<file path="config.mk">
export PLATFORM = sky130hd
export DESIGN_NAME = rsf_regslave
export DESIGN_NICKNAME = d
export VERILOG_FILES = /design/src/rtl/rsf_pkg.sv /design/src/rtl/rsf_frame.sv /design/src/rtl/rsf_regs.sv /design/src/rtl/rsf_wdog.sv /design/src/rtl/rsf_regslave.sv
export SDC_FILE = /design/constraint.sdc
export NUM_CORES = 2
export LEC_CHECK = 0
export BUFFER_PORTS_ARGS = -buffer_cell sky130_fd_sc_hd__buf_4
export CAP_MARGIN = 40
export CORE_ASPECT_RATIO = 0.9
export CORE_MARGIN = 4
export CORE_UTILIZATION = 34
export CTS_CLUSTER_SIZE = 16
export DETAILED_ROUTE_END_ITERATION = 16
export PLACE_DENSITY = 0.62
export SETUP_SLACK_MARGIN = 0.15
export SLEW_MARGIN = 20
export SYNTH_ARGS = -nofsm -noshare
export SYNTH_HDL_FRONTEND = slang
export SYNTH_SLANG_ARGS = --single-unit
</file>
<file path="constraint.sdc">
create_clock -name clk -period 4 [get_ports clk]
set_input_delay 0.2 -clock clk [delete_from_list [all_inputs] [get_ports clk]]
set_output_delay 0.2 -clock clk [all_outputs]
set_load 0.005 [all_outputs]
</file>
<file path="src/rtl/rsf_pkg.sv">
package rsf_pkg;

    localparam int ADDR_W = 8;
    localparam int EVT_W  = 2;
    localparam int PWR_W  = 4;
    localparam int DISP_W = 6;

    localparam logic [ADDR_W-1:0] A_VER_HI = 8'h00;
    localparam logic [ADDR_W-1:0] A_VER_LO = 8'h01;
    localparam logic [ADDR_W-1:0] A_EVT    = 8'h02;
    localparam logic [ADDR_W-1:0] A_PWR    = 8'h20;
    localparam logic [ADDR_W-1:0] A_DISP   = 8'h22;
    localparam logic [ADDR_W-1:0] A_WDOG   = 8'h24;

    typedef enum logic [2:0] {
        K_RW, K_VER_HI, K_VER_LO, K_STAT, K_EVT, K_PWR, K_DISP, K_HOLE
    } reg_kind_e;

    typedef enum logic [1:0] {
        PH_IDLE, PH_PTR, PH_DATA
    } phase_e;

    // Map an address to the kind of register that lives there.
    function automatic reg_kind_e classify(input logic [ADDR_W-1:0] a,
                                           input int sbase, input int sn);
        int ai;
        ai = int'(a);
        if ((ai >= 'h5B && ai <= 'h5F) || (ai >= 'h62 && ai <= 'h7E) || ai >= 'h80)
            return K_HOLE;
        if (a == A_VER_HI) return K_VER_HI;
        if (a == A_VER_LO) return K_VER_LO;
        if (a == A_EVT)    return K_EVT;
        if (a == A_PWR)    return K_PWR;
        if (a == A_DISP)   return K_DISP;
        if (ai >= sbase && ai < sbase + sn) return K_STAT;
        return K_RW;
    endfunction

endpackage

</file>
<file path="src/rtl/rsf_frame.sv">
module rsf_frame
    import rsf_pkg::*;
(
    input  logic              clk,
    input  logic              rst_n,
    input  logic              bus_start,
    input  logic              bus_stop,
    input  logic              wr_valid,
    input  logic [ADDR_W-1:0] wr_byte,
    input  logic              rd_req,
    output logic              acc_wr,
    output logic              acc_rd,
    output logic [ADDR_W-1:0] acc_addr
);

    typedef struct packed {
        phase_e            phase;
        logic [ADDR_W-1:0] ptr;
    } frame_t;

    frame_t fr_d, fr_q;
    logic   quiet;

    always_comb begin
        quiet    = !bus_start && !bus_stop;
        acc_wr   = quiet && wr_valid && (fr_q.phase == PH_DATA);
        acc_rd   = quiet && rd_req && !wr_valid && (fr_q.phase != PH_IDLE);
        acc_addr = fr_q.ptr;

        fr_d = fr_q;
        if (bus_start) begin
            fr_d.phase = PH_PTR;
        end else if (bus_stop) begin
            fr_d.phase = PH_IDLE;
        end else if (wr_valid && fr_q.phase == PH_PTR) begin
            fr_d.ptr   = wr_byte;
            fr_d.phase = PH_DATA;
        end else if (acc_wr || acc_rd) begin
            fr_d.ptr = fr_q.ptr + 1'b1;
        end
    end

    always_ff @(posedge clk) begin
        if (!rst_n) begin
            fr_q.phase <= PH_IDLE;
            fr_q.ptr   <= '0;
        end else begin
            fr_q <= fr_d;
        end
    end

endmodule

</file>
<file path="src/rtl/rsf_regs.sv">
module rsf_regs
    import rsf_pkg::*;
#(
    parameter int              DW        = 8,
    parameter logic [2*DW-1:0] VERSION   = 16'h3A17,
    parameter int              STAT_BASE = 8,
    parameter int              STAT_N    = 8
) (
    input  logic                 clk,
    input  logic                 rst_n,
    input  logic                 rst_by_wdog,
    input  logic                 acc_wr,
    input  logic                 acc_rd,
    input  logic [ADDR_W-1:0]    acc_addr,
    input  logic [DW-1:0]        wr_data,
    input  logic [STAT_N*DW-1:0] status_in,
    input  logic [EVT_W-1:0]     evt_set,
    output logic                 rd_valid,
    output logic [DW-1:0]        rd_data,
    output logic [PWR_W-1:0]     pwr_req,
    output logic [DISP_W-1:0]    disp_req,
    output logic [DW-1:0]        wd_timeout
);

    localparam int NREG = 1 << ADDR_W;

    typedef struct packed {
        logic [EVT_W-1:0]  evt;
        logic [PWR_W-1:0]  pwr;
        logic [DISP_W-1:0] disp;
        logic              rv;
        logic [DW-1:0]     rd;
    } regs_t;

    regs_t         st_d, st_q;
    logic [DW-1:0] mem_d [NREG];
    logic [DW-1:0] mem_q [NREG];
    reg_kind_e     kind;
    logic [DW-1:0] rd_val;
    logic [EVT_W-1:0] evt_clr;
    int            sbit;

    always_comb begin
        kind = classify(acc_addr, STAT_BASE, STAT_N);
        sbit = 0;

        // read multiplexer
        case (kind)
            K_HOLE:   rd_val = '1;
            K_VER_HI: rd_val = VERSION[2*DW-1:DW];
            K_VER_LO: rd_val = VERSION[DW-1:0];
            K_STAT: begin
                sbit   = (int'(acc_addr) - STAT_BASE) * DW;
                rd_val = status_in[sbit +: DW];
            end
            K_EVT:    rd_val = DW'(st_q.evt);
            K_PWR,
            K_DISP:   rd_val = '0;
            default:  rd_val = mem_q[acc_addr];
        endcase

        // storage writes: only plain registers accept data
        for (int i = 0; i < NREG; i++) mem_d[i] = mem_q[i];
        if (acc_wr && kind == K_RW) mem_d[acc_addr] = wr_data;

        st_d = st_q;
        evt_clr = (acc_wr && kind == K_EVT) ? wr_data[EVT_W-1:0] : '0;
        st_d.evt  = (st_q.evt & ~evt_clr) | evt_set;
        st_d.pwr  = (acc_wr && kind == K_PWR)  ? wr_data[PWR_W-1:0]  : '0;
        st_d.disp = (acc_wr && kind == K_DISP) ? wr_data[DISP_W-1:0] : '0;
        st_d.rv   = acc_rd;
        st_d.rd   = acc_rd ? rd_val : st_q.rd;
    end

    always_ff @(posedge clk) begin
        if (!rst_n) begin
            st_q.evt  <= {EVT_W{rst_by_wdog}};
            st_q.pwr  <= '0;
            st_q.disp <= '0;
            st_q.rv   <= 1'b0;
            st_q.rd   <= '0;
            for (int i = 0; i < NREG; i++) mem_q[i] <= '0;
        end else begin
            st_q <= st_d;
            for (int i = 0; i < NREG; i++) mem_q[i] <= mem_d[i];
        end
    end

    assign rd_valid   = st_q.rv;
    assign rd_data    = st_q.rd;
    assign pwr_req    = st_q.pwr;
    assign disp_req   = st_q.disp;
    assign wd_timeout = mem_q[A_WDOG];

endmodule

</file>
<file path="src/rtl/rsf_wdog.sv">
module rsf_wdog #(
    parameter int W = 8
) (
    input  logic         clk,
    input  logic         rst_n,
    input  logic         arm,
    input  logic         tick,
    input  logic [W-1:0] timeout,
    output logic         running,
    output logic         expire
);

    typedef struct packed {
        logic         run;
        logic [W-1:0] cnt;
        logic         exp;
    } wdog_t;

    wdog_t wd_d, wd_q;

    always_comb begin
        wd_d     = wd_q;
        wd_d.exp = 1'b0;
        if (arm) begin
            // the timeout is captured only here
            wd_d.run = (timeout != '0);
            wd_d.cnt = timeout;
        end else if (wd_q.run && tick) begin
            if (wd_q.cnt == W'(1)) begin
                wd_d.run = 1'b0;
                wd_d.exp = 1'b1;
            end else begin
                wd_d.cnt = wd_q.cnt - 1'b1;
            end
        end
    end

    always_ff @(posedge clk) begin
        if (!rst_n) begin
            wd_q <= '0;
        end else begin
            wd_q <= wd_d;
        end
    end

    assign running = wd_q.run;
    assign expire  = wd_q.exp;

endmodule

</file>
<file path="src/rtl/rsf_regslave.sv">
module rsf_regslave
    import rsf_pkg::*;
#(
    parameter int              DW        = 8,
    parameter logic [2*DW-1:0] VERSION   = 16'h3A17,
    parameter int              STAT_BASE = 8,
    parameter int              STAT_N    = 8
) (
    input  logic                 clk,
    input  logic                 rst_n,
    input  logic                 rst_by_wdog,
    input  logic                 bus_start,
    input  logic                 bus_stop,
    input  logic                 wr_valid,
    input  logic [DW-1:0]        wr_data,
    input  logic                 rd_req,
    output logic                 rd_valid,
    output logic [DW-1:0]        rd_data,
    input  logic [STAT_N*DW-1:0] status_in,
    input  logic [EVT_W-1:0]     evt_set,
    output logic [PWR_W-1:0]     pwr_req,
    output logic [DISP_W-1:0]    disp_req,
    input  logic                 wd_arm,
    input  logic                 wd_tick,
    output logic                 wd_running,
    output logic                 wd_expire
);

    logic              acc_wr;
    logic              acc_rd;
    logic [ADDR_W-1:0] acc_addr;
    logic [DW-1:0]     wd_timeout;

    rsf_frame u_frame (
        .clk       (clk),
        .rst_n     (rst_n),
        .bus_start (bus_start),
        .bus_stop  (bus_stop),
        .wr_valid  (wr_valid),
        .wr_byte   (wr_data[ADDR_W-1:0]),
        .rd_req    (rd_req),
        .acc_wr    (acc_wr),
        .acc_rd    (acc_rd),
        .acc_addr  (acc_addr)
    );

    rsf_regs #(
        .DW        (DW),
        .VERSION   (VERSION),
        .STAT_BASE (STAT_BASE),
        .STAT_N    (STAT_N)
    ) u_regs (
        .clk         (clk),
        .rst_n       (rst_n),
        .rst_by_wdog (rst_by_wdog),
        .acc_wr      (acc_wr),
        .acc_rd      (acc_rd),
        .acc_addr    (acc_addr),
        .wr_data     (wr_data),
        .status_in   (status_in),
        .evt_set     (evt_set),
        .rd_valid    (rd_valid),
        .rd_data     (rd_data),
        .pwr_req     (pwr_req),
        .disp_req    (disp_req),
        .wd_timeout  (wd_timeout)
    );

    rsf_wdog #(
        .W (DW)
    ) u_wdog (
        .clk     (clk),
        .rst_n   (rst_n),
        .arm     (wd_arm),
        .tick    (wd_tick),
        .timeout (wd_timeout),
        .running (wd_running),
        .expire  (wd_expire)
    );

endmodule

</file>
* Word level (Yosys, flattened, before mapping)
Memories as Yosys holds them, arrays and structs flattened. A register that Yosys moved wholly into a read port is not among the register bits. Cells that the tools add are included. Widths: inputs -> output; s select.
Operators by class: equal/unequal tests 15, shift operators 1, reduce and logical (&&, ||, !) cells 38, magnitude comparators 9, add/subtract/negate cells 3, muxes and demuxes 325, bitwise logic cells 264
Operators by type and width (count):
- $mux 8 | 263
- $bwmux 2048 | 1
- $mux 2048 | 1
- $or 1x1->1 | 256
- $demux 8 s8 | 1
- $shiftx 64x32->8 | 1
- $mux 3 | 17
- $pmux 8 s6 | 1
- $mux 1 | 35
- $mux 21 | 1
- $eq 8x1->1 const B | 2
- $eq 8x6->1 const B | 2
- $ge 8x7->1 const B | 2
- $le 8x7->1 const B | 2
- $logic_and 1x1->1 | 16
- $eq 3x3->1 const B | 4
- $mux 10 | 1
- $ge 9x9->1 const B | 1
- $lt 9x1->1 const B | 1
- $mux 9 | 1
- $not 8->9 | 1
- $sub 8x4->9 const B | 1
- $add 8x1->8 const B | 1
- $eq 8x2->1 const B | 1
- 27 further kinds | 42
Storage, ports and cells: memory bits (writable) 2048, logic and storage cells 667, memories kept 1, input bits 83, output and inout bits 21, register bits 41
Memories:
- u_regs.mem_q | depth 256, width 8, rd ports 257, clocked after memory_dff 1, wr ports 256, RTL line rsf_regs.sv:37 | logic [DW-1:0] mem_q [NREG];

* Logic depth before layout (Yosys ltp)
depth in word-level cells 40, gate-level depth with buffers 15, depth with buffers taken out 9

* Cells and area by module
A second synthesis with hierarchy kept.
Unflattened totals: cells, all modules 5259, area, all modules 49007.0 sq um
Modules (own cells, without submodules):
- rsf_regs | seq. area each 22681.8 sq um, times used 1, cells an instance 5103, area an instance 47724.5 sq um
- rsf_frame | seq. area each 200.2 sq um, times used 1, cells an instance 85, area an instance 674.4 sq um
- rsf_wdog | seq. area each 200.2 sq um, times used 1, cells an instance 71, area an instance 608.1 sq um

* Worst setup path after synthesis
No wires, ideal clock.
kind reg2reg, start point reg u_frame.fr_q, in the netlist u_frame.acc_addr[0], end point reg u_regs.st_q, in the netlist u_regs.rd_data[1], arrival 4.096 ns, path buffers 4, library setup time 0.069 ns, data required time 3.931 ns, clock period less this slack 4.165 ns, setup slack -0.165 ns, stages on the path, launching flop included 14, cells stage by stage dfxtp_1 buf_1 clkbuf_1 inv_1 ha_1 clkbuf_1 or2_0 a221o_1 a21o_1 or4_1 buf_2 o211a_1 or4_1 o21ai_1
Between the ends: word-level cells in the longest chain between the ends 20, elaborated cells on any way between the ends 72, those cells by class add/sub: 1; order compare: 7; eq/ne: 11; shift: 1; mux: 45; reduce/logical: 7
RTL lines:
- from (decl) | RTL line rsf_frame.sv:21 | frame_t fr_d, fr_q;
- from (signal assigned) | RTL line rsf_frame.sv:48 | fr_q <= fr_d;
- parallel branches: the longest is 19 deep, another holds $ge 8x4->1
- $pmux 8 s6 (*) | RTL line rsf_regs.sv:48 | case (kind)
- to (signal assigned) | RTL line rsf_regs.sv:84 | st_q <= st_d;
- to (decl) | RTL line rsf_regs.sv:35 | regs_t st_d, st_q;
Mark *: on every way between the ends. The select of a mux whose other input is x is not followed. A chain may end at the register's enable or synchronous reset.

==> impl_metrics.py <==
metrics = {
    "floorplanning": {
        "core_sq_mm": 0.236,
        "die_w_um": 521,
        "num_rows": 169,
        "start_util": 0.342,
        "io_pins": 104,
        "die_h_um": 470,
        "die-area_sq_mm": 0.245,
    },
    "cts": {
        "path_clk_slew_ns": 0.07,
        "cts_tree": "done",
        "cts_sinks": 2097,
        "cts_buffers": 197,
        "clk_latency_ns": 0.84,
        "cts-root-buf": "clkbuf_16",
        "cts_buffer_depth": 3,
        "hold_buffers": 23,
        "post_cts_buffers": 0,
        "h-tree-depth": 4,
        "cts_resized": 0,
    },
    "worst_setup_path": {
        "crit_buf_inv": 2,
        "rr_worst_depth": 8,
        "timing.rr.end": "u_regs.rd_data[3]",
        "path_depth": 8,
        "slowest_delay_ns": 0.62,
        "cp_slowest_cell": "nor2_1",
        "r2r_setup_slack_ns": 0.25,
        "cp.required_ns": 4.76,
        "cp_cell_sequence": "clkinv_2, buf_4, nor2_1, o21ai_0, o2111ai_1, nor3_1, nand4_1, o311a_1",
        "end_kind": "flip-flop",
        "arrival_ns": 4.52,
        "cp_top_family": "compound AO/OA/AOI/OAI gates",
        "worst-setup-path-type": "flip-flop to flip-flop",
        "worstPathMaxFanout": 18,
        "start_kind": "flip-flop",
    },
    "cells_and_area": {
        "nFillCells": 22193,
        "drive_gt1_frac": 0.265,
        "final_util": 0.392,
        "layout_commonest_cell": "dfxtp_1",
        "seqCellArea_sq_mm": 0.0420,
        "fin_area_sq_mm": 0.0924,
        "most-common-layout-cells": "2091 x dfxtp_1, 1306 x and2_1, 805 x nor2_1, 651 x a31o_2, 497 x mux4_2",
        "multi_input_area_sq_mm": 0.0358,
        "nNetsFinal": 7113,
        "area_growth_pct": 14.8,
    },
    "yosys": {
        "synth-seq-area-share": 0.521,
        "synth_edf_count": 0,
        "ys_seq_elements": 2097,
        "ys_async_sr_fraction": 0,
        "avgSynthCellArea_sq_um": 11.4,
        "yosys.cell_types.count": 75,
        "ys_warn_count": 0,
        "synthCells": 7080,
        "syn_area_sq_mm": 0.0805,
        "syn-num-nets": 7173,
        "ys.flop_type": "dfxtp_1",
    },
    "timing": {
        "worst_pin_slew_ns": 1.16,
        "slew_violations": 0,
        "worst_slack_ns": 0.247,
        "relSlewSlack": 0.224,
        "worst_clock_skew_ns": 0.0630,
        "min_period_over_period": 0.938,
        "finalHoldViolCount": 0,
        "rsz0062_at_grt": "false",
        "fmaxAchievable_ghz": 0.266,
        "setup_viol": 0,
        "period_minus_slack_ns": 3.75,
    },
    "placed_design": {
        "portBuffers": 103,
        "dp_hpwl_mm": 137,
        "pre_cts_ws_ns": 0.371,
        "routabilityCongestion": 0.881,
        "placed_area_sq_mm": 0.0853,
    },
    "hold_path": {
        "hold_end": "u_frame.acc_addr[7]",
        "hp-class": "input port to flip-flop",
        "min_from": "rd_req",
        "whs_path_depth": 6,
    },
    "pwr": {
        "leakagePower_nw": 34.3,
        "p_per_area_mw_per_mm2": 451,
        "vdd.ir_drop.worst_mv": 0.469,
    },
    "run": {
        "cap_violations": 0,
    },
    "global_routing": {
        "grt_pass1_vias": 52737,
        "grt_max_degree": 349,
        "antenna_found_initial": 5,
        "grt.total_usage": 0.172,
        "grt_first_pass_wirelength_mm": 331,
        "grt-ovfl-total": 0,
    },
    "route": {
        "drtPass1Iterations": 8,
        "routed_wl_mm": 217,
        "postRouteAntennaNets": 0,
        "dr.first_iter.drc_count": 5022,
        "viasPerCell": 5.22,
        "drc_errors": 0,
        "post_drt_wl_per_cell_um": 21.0,
        "vias": 54069,
    },
    "run_status": {
        "status": "completed",
    },
}
-- cells in the mapped netlist, types with 45 or more instances --
cell type	count	share of area
dfxtp_1	2097	0.52
and2_1	1307	0.10
a21oi_1	65	0.0040
o21ai_0	53	0.0033
mux2i_1	236	0.029
buf_4	45	0.0042
o221ai_1	45	0.0049
nor2_1	806	0.038
buf_2	78	0.0048
nand2_1	90	0.0042
a31o_2	651	0.071
nand3_1	57	0.0035
buf_1	45	0.0021
clkbuf_1	494	0.023
nand4_1	95	0.0074
a22oi_1	75	0.0070
mux4_2	497	0.14
-- logic make-up after synthesis --
family | count (synthesis) | synth area share
and+or+nand+nor | 2481 | 0.165
xor gates and xnor gates | 3 | 0.000326
AOI/OAI and AO/OA | 1059 | 0.107
DFF | 2097 | 0.521
muxes | 745 | 0.170
adders and majority gates | 10 | 0.00155
buffers and inverters | 685 | 0.0353
-- registers in the layout, summed over array words and instances, names as in the netlist, named ones only --
register,cells
u_frame.acc_addr,8
u_frame.fr_q,2
u_regs.rd_data,8
u_regs.rd_valid,1
u_regs.st_q,2
u_regs.mem_q,2048
u_regs.pwr_req,4
u_wdog.running,1
u_regs.disp_req,6
u_wdog.wd_q,8
u_wdog.expire,1
-- where the power goes --
group / switching [W] / leakage (nW) / internal [W]
logic: 0.000870 / 14.0 / 0.000374
clock network: 0.00829 / 3.37 / 0.0112
registers: 0.0000251 / 16.9 / 0.0209
-- cell type report --
type,count,area share
antenna,6,0.000162
clock buffer,294,0.0627
timing repair buffer,404,0.0402
clock inverter,74,0.0112
tap,3163,0.0428
inverter,22,0.000934
multi-input combinational,4298,0.387
sequential,2097,0.454
-- metal layers --
metal | global-route usage | routed length (um) | vias to the layer above | part of all wire
li1 | - | - | 25082 | -
met1 | 0.247 | 100000 | 26865 | 0.46
met2 | 0.257 | 94700 | 1708 | 0.44
met3 | 0.0370 | 15100 | 412 | 0.069
met4 | 0.0547 | 6990 | 2 | 0.032
met5 | 0 | 14 | - | 0.000064
-- tightest hold or removal path, cell delays in order --
cell	delay [ns]
buf_4	0.11
o221ai_1	0.14
a31oi_1	0.05
buf_4	0.19
a21oi_1	0.13
nor2_1	0.08
-- metrics by stage --
stage | TNS (ns) | power, W | instances | hold slack, ns
floorplan | 0 | 0.0221 | 7080 | 0.278
finish | 0 | 0.0416 | 10358 | 0.114
CTS | 0 | 0.0420 | 10349 | 0.0493
detailed placement | 0 | 0.0226 | 9958 | 0.398
global placement | -0.166 | 0.0226 | 9951 | 0.389
global route | 0 | 0.0429 | 10352 | 0.0782
-- worst max-delay path by stage --
stage	slack, ns	startpoint	to
floorplan	0.24	u_frame.acc_addr[1]	u_regs.rd_data[1]
global placement	-0.17	flip-flop	u_regs.rd_data[1]
detailed placement	0.37	flip-flop	u_regs.rd_data[0]
CTS	0.35	flip-flop	u_regs.rd_data[0]
global route	0.17	u_frame.acc_addr[3]	u_regs.mem_q[82][0]
finish	0.25	flip-flop	u_regs.rd_data[3]
Note: power is estimated with default switching activity, not from simulation.
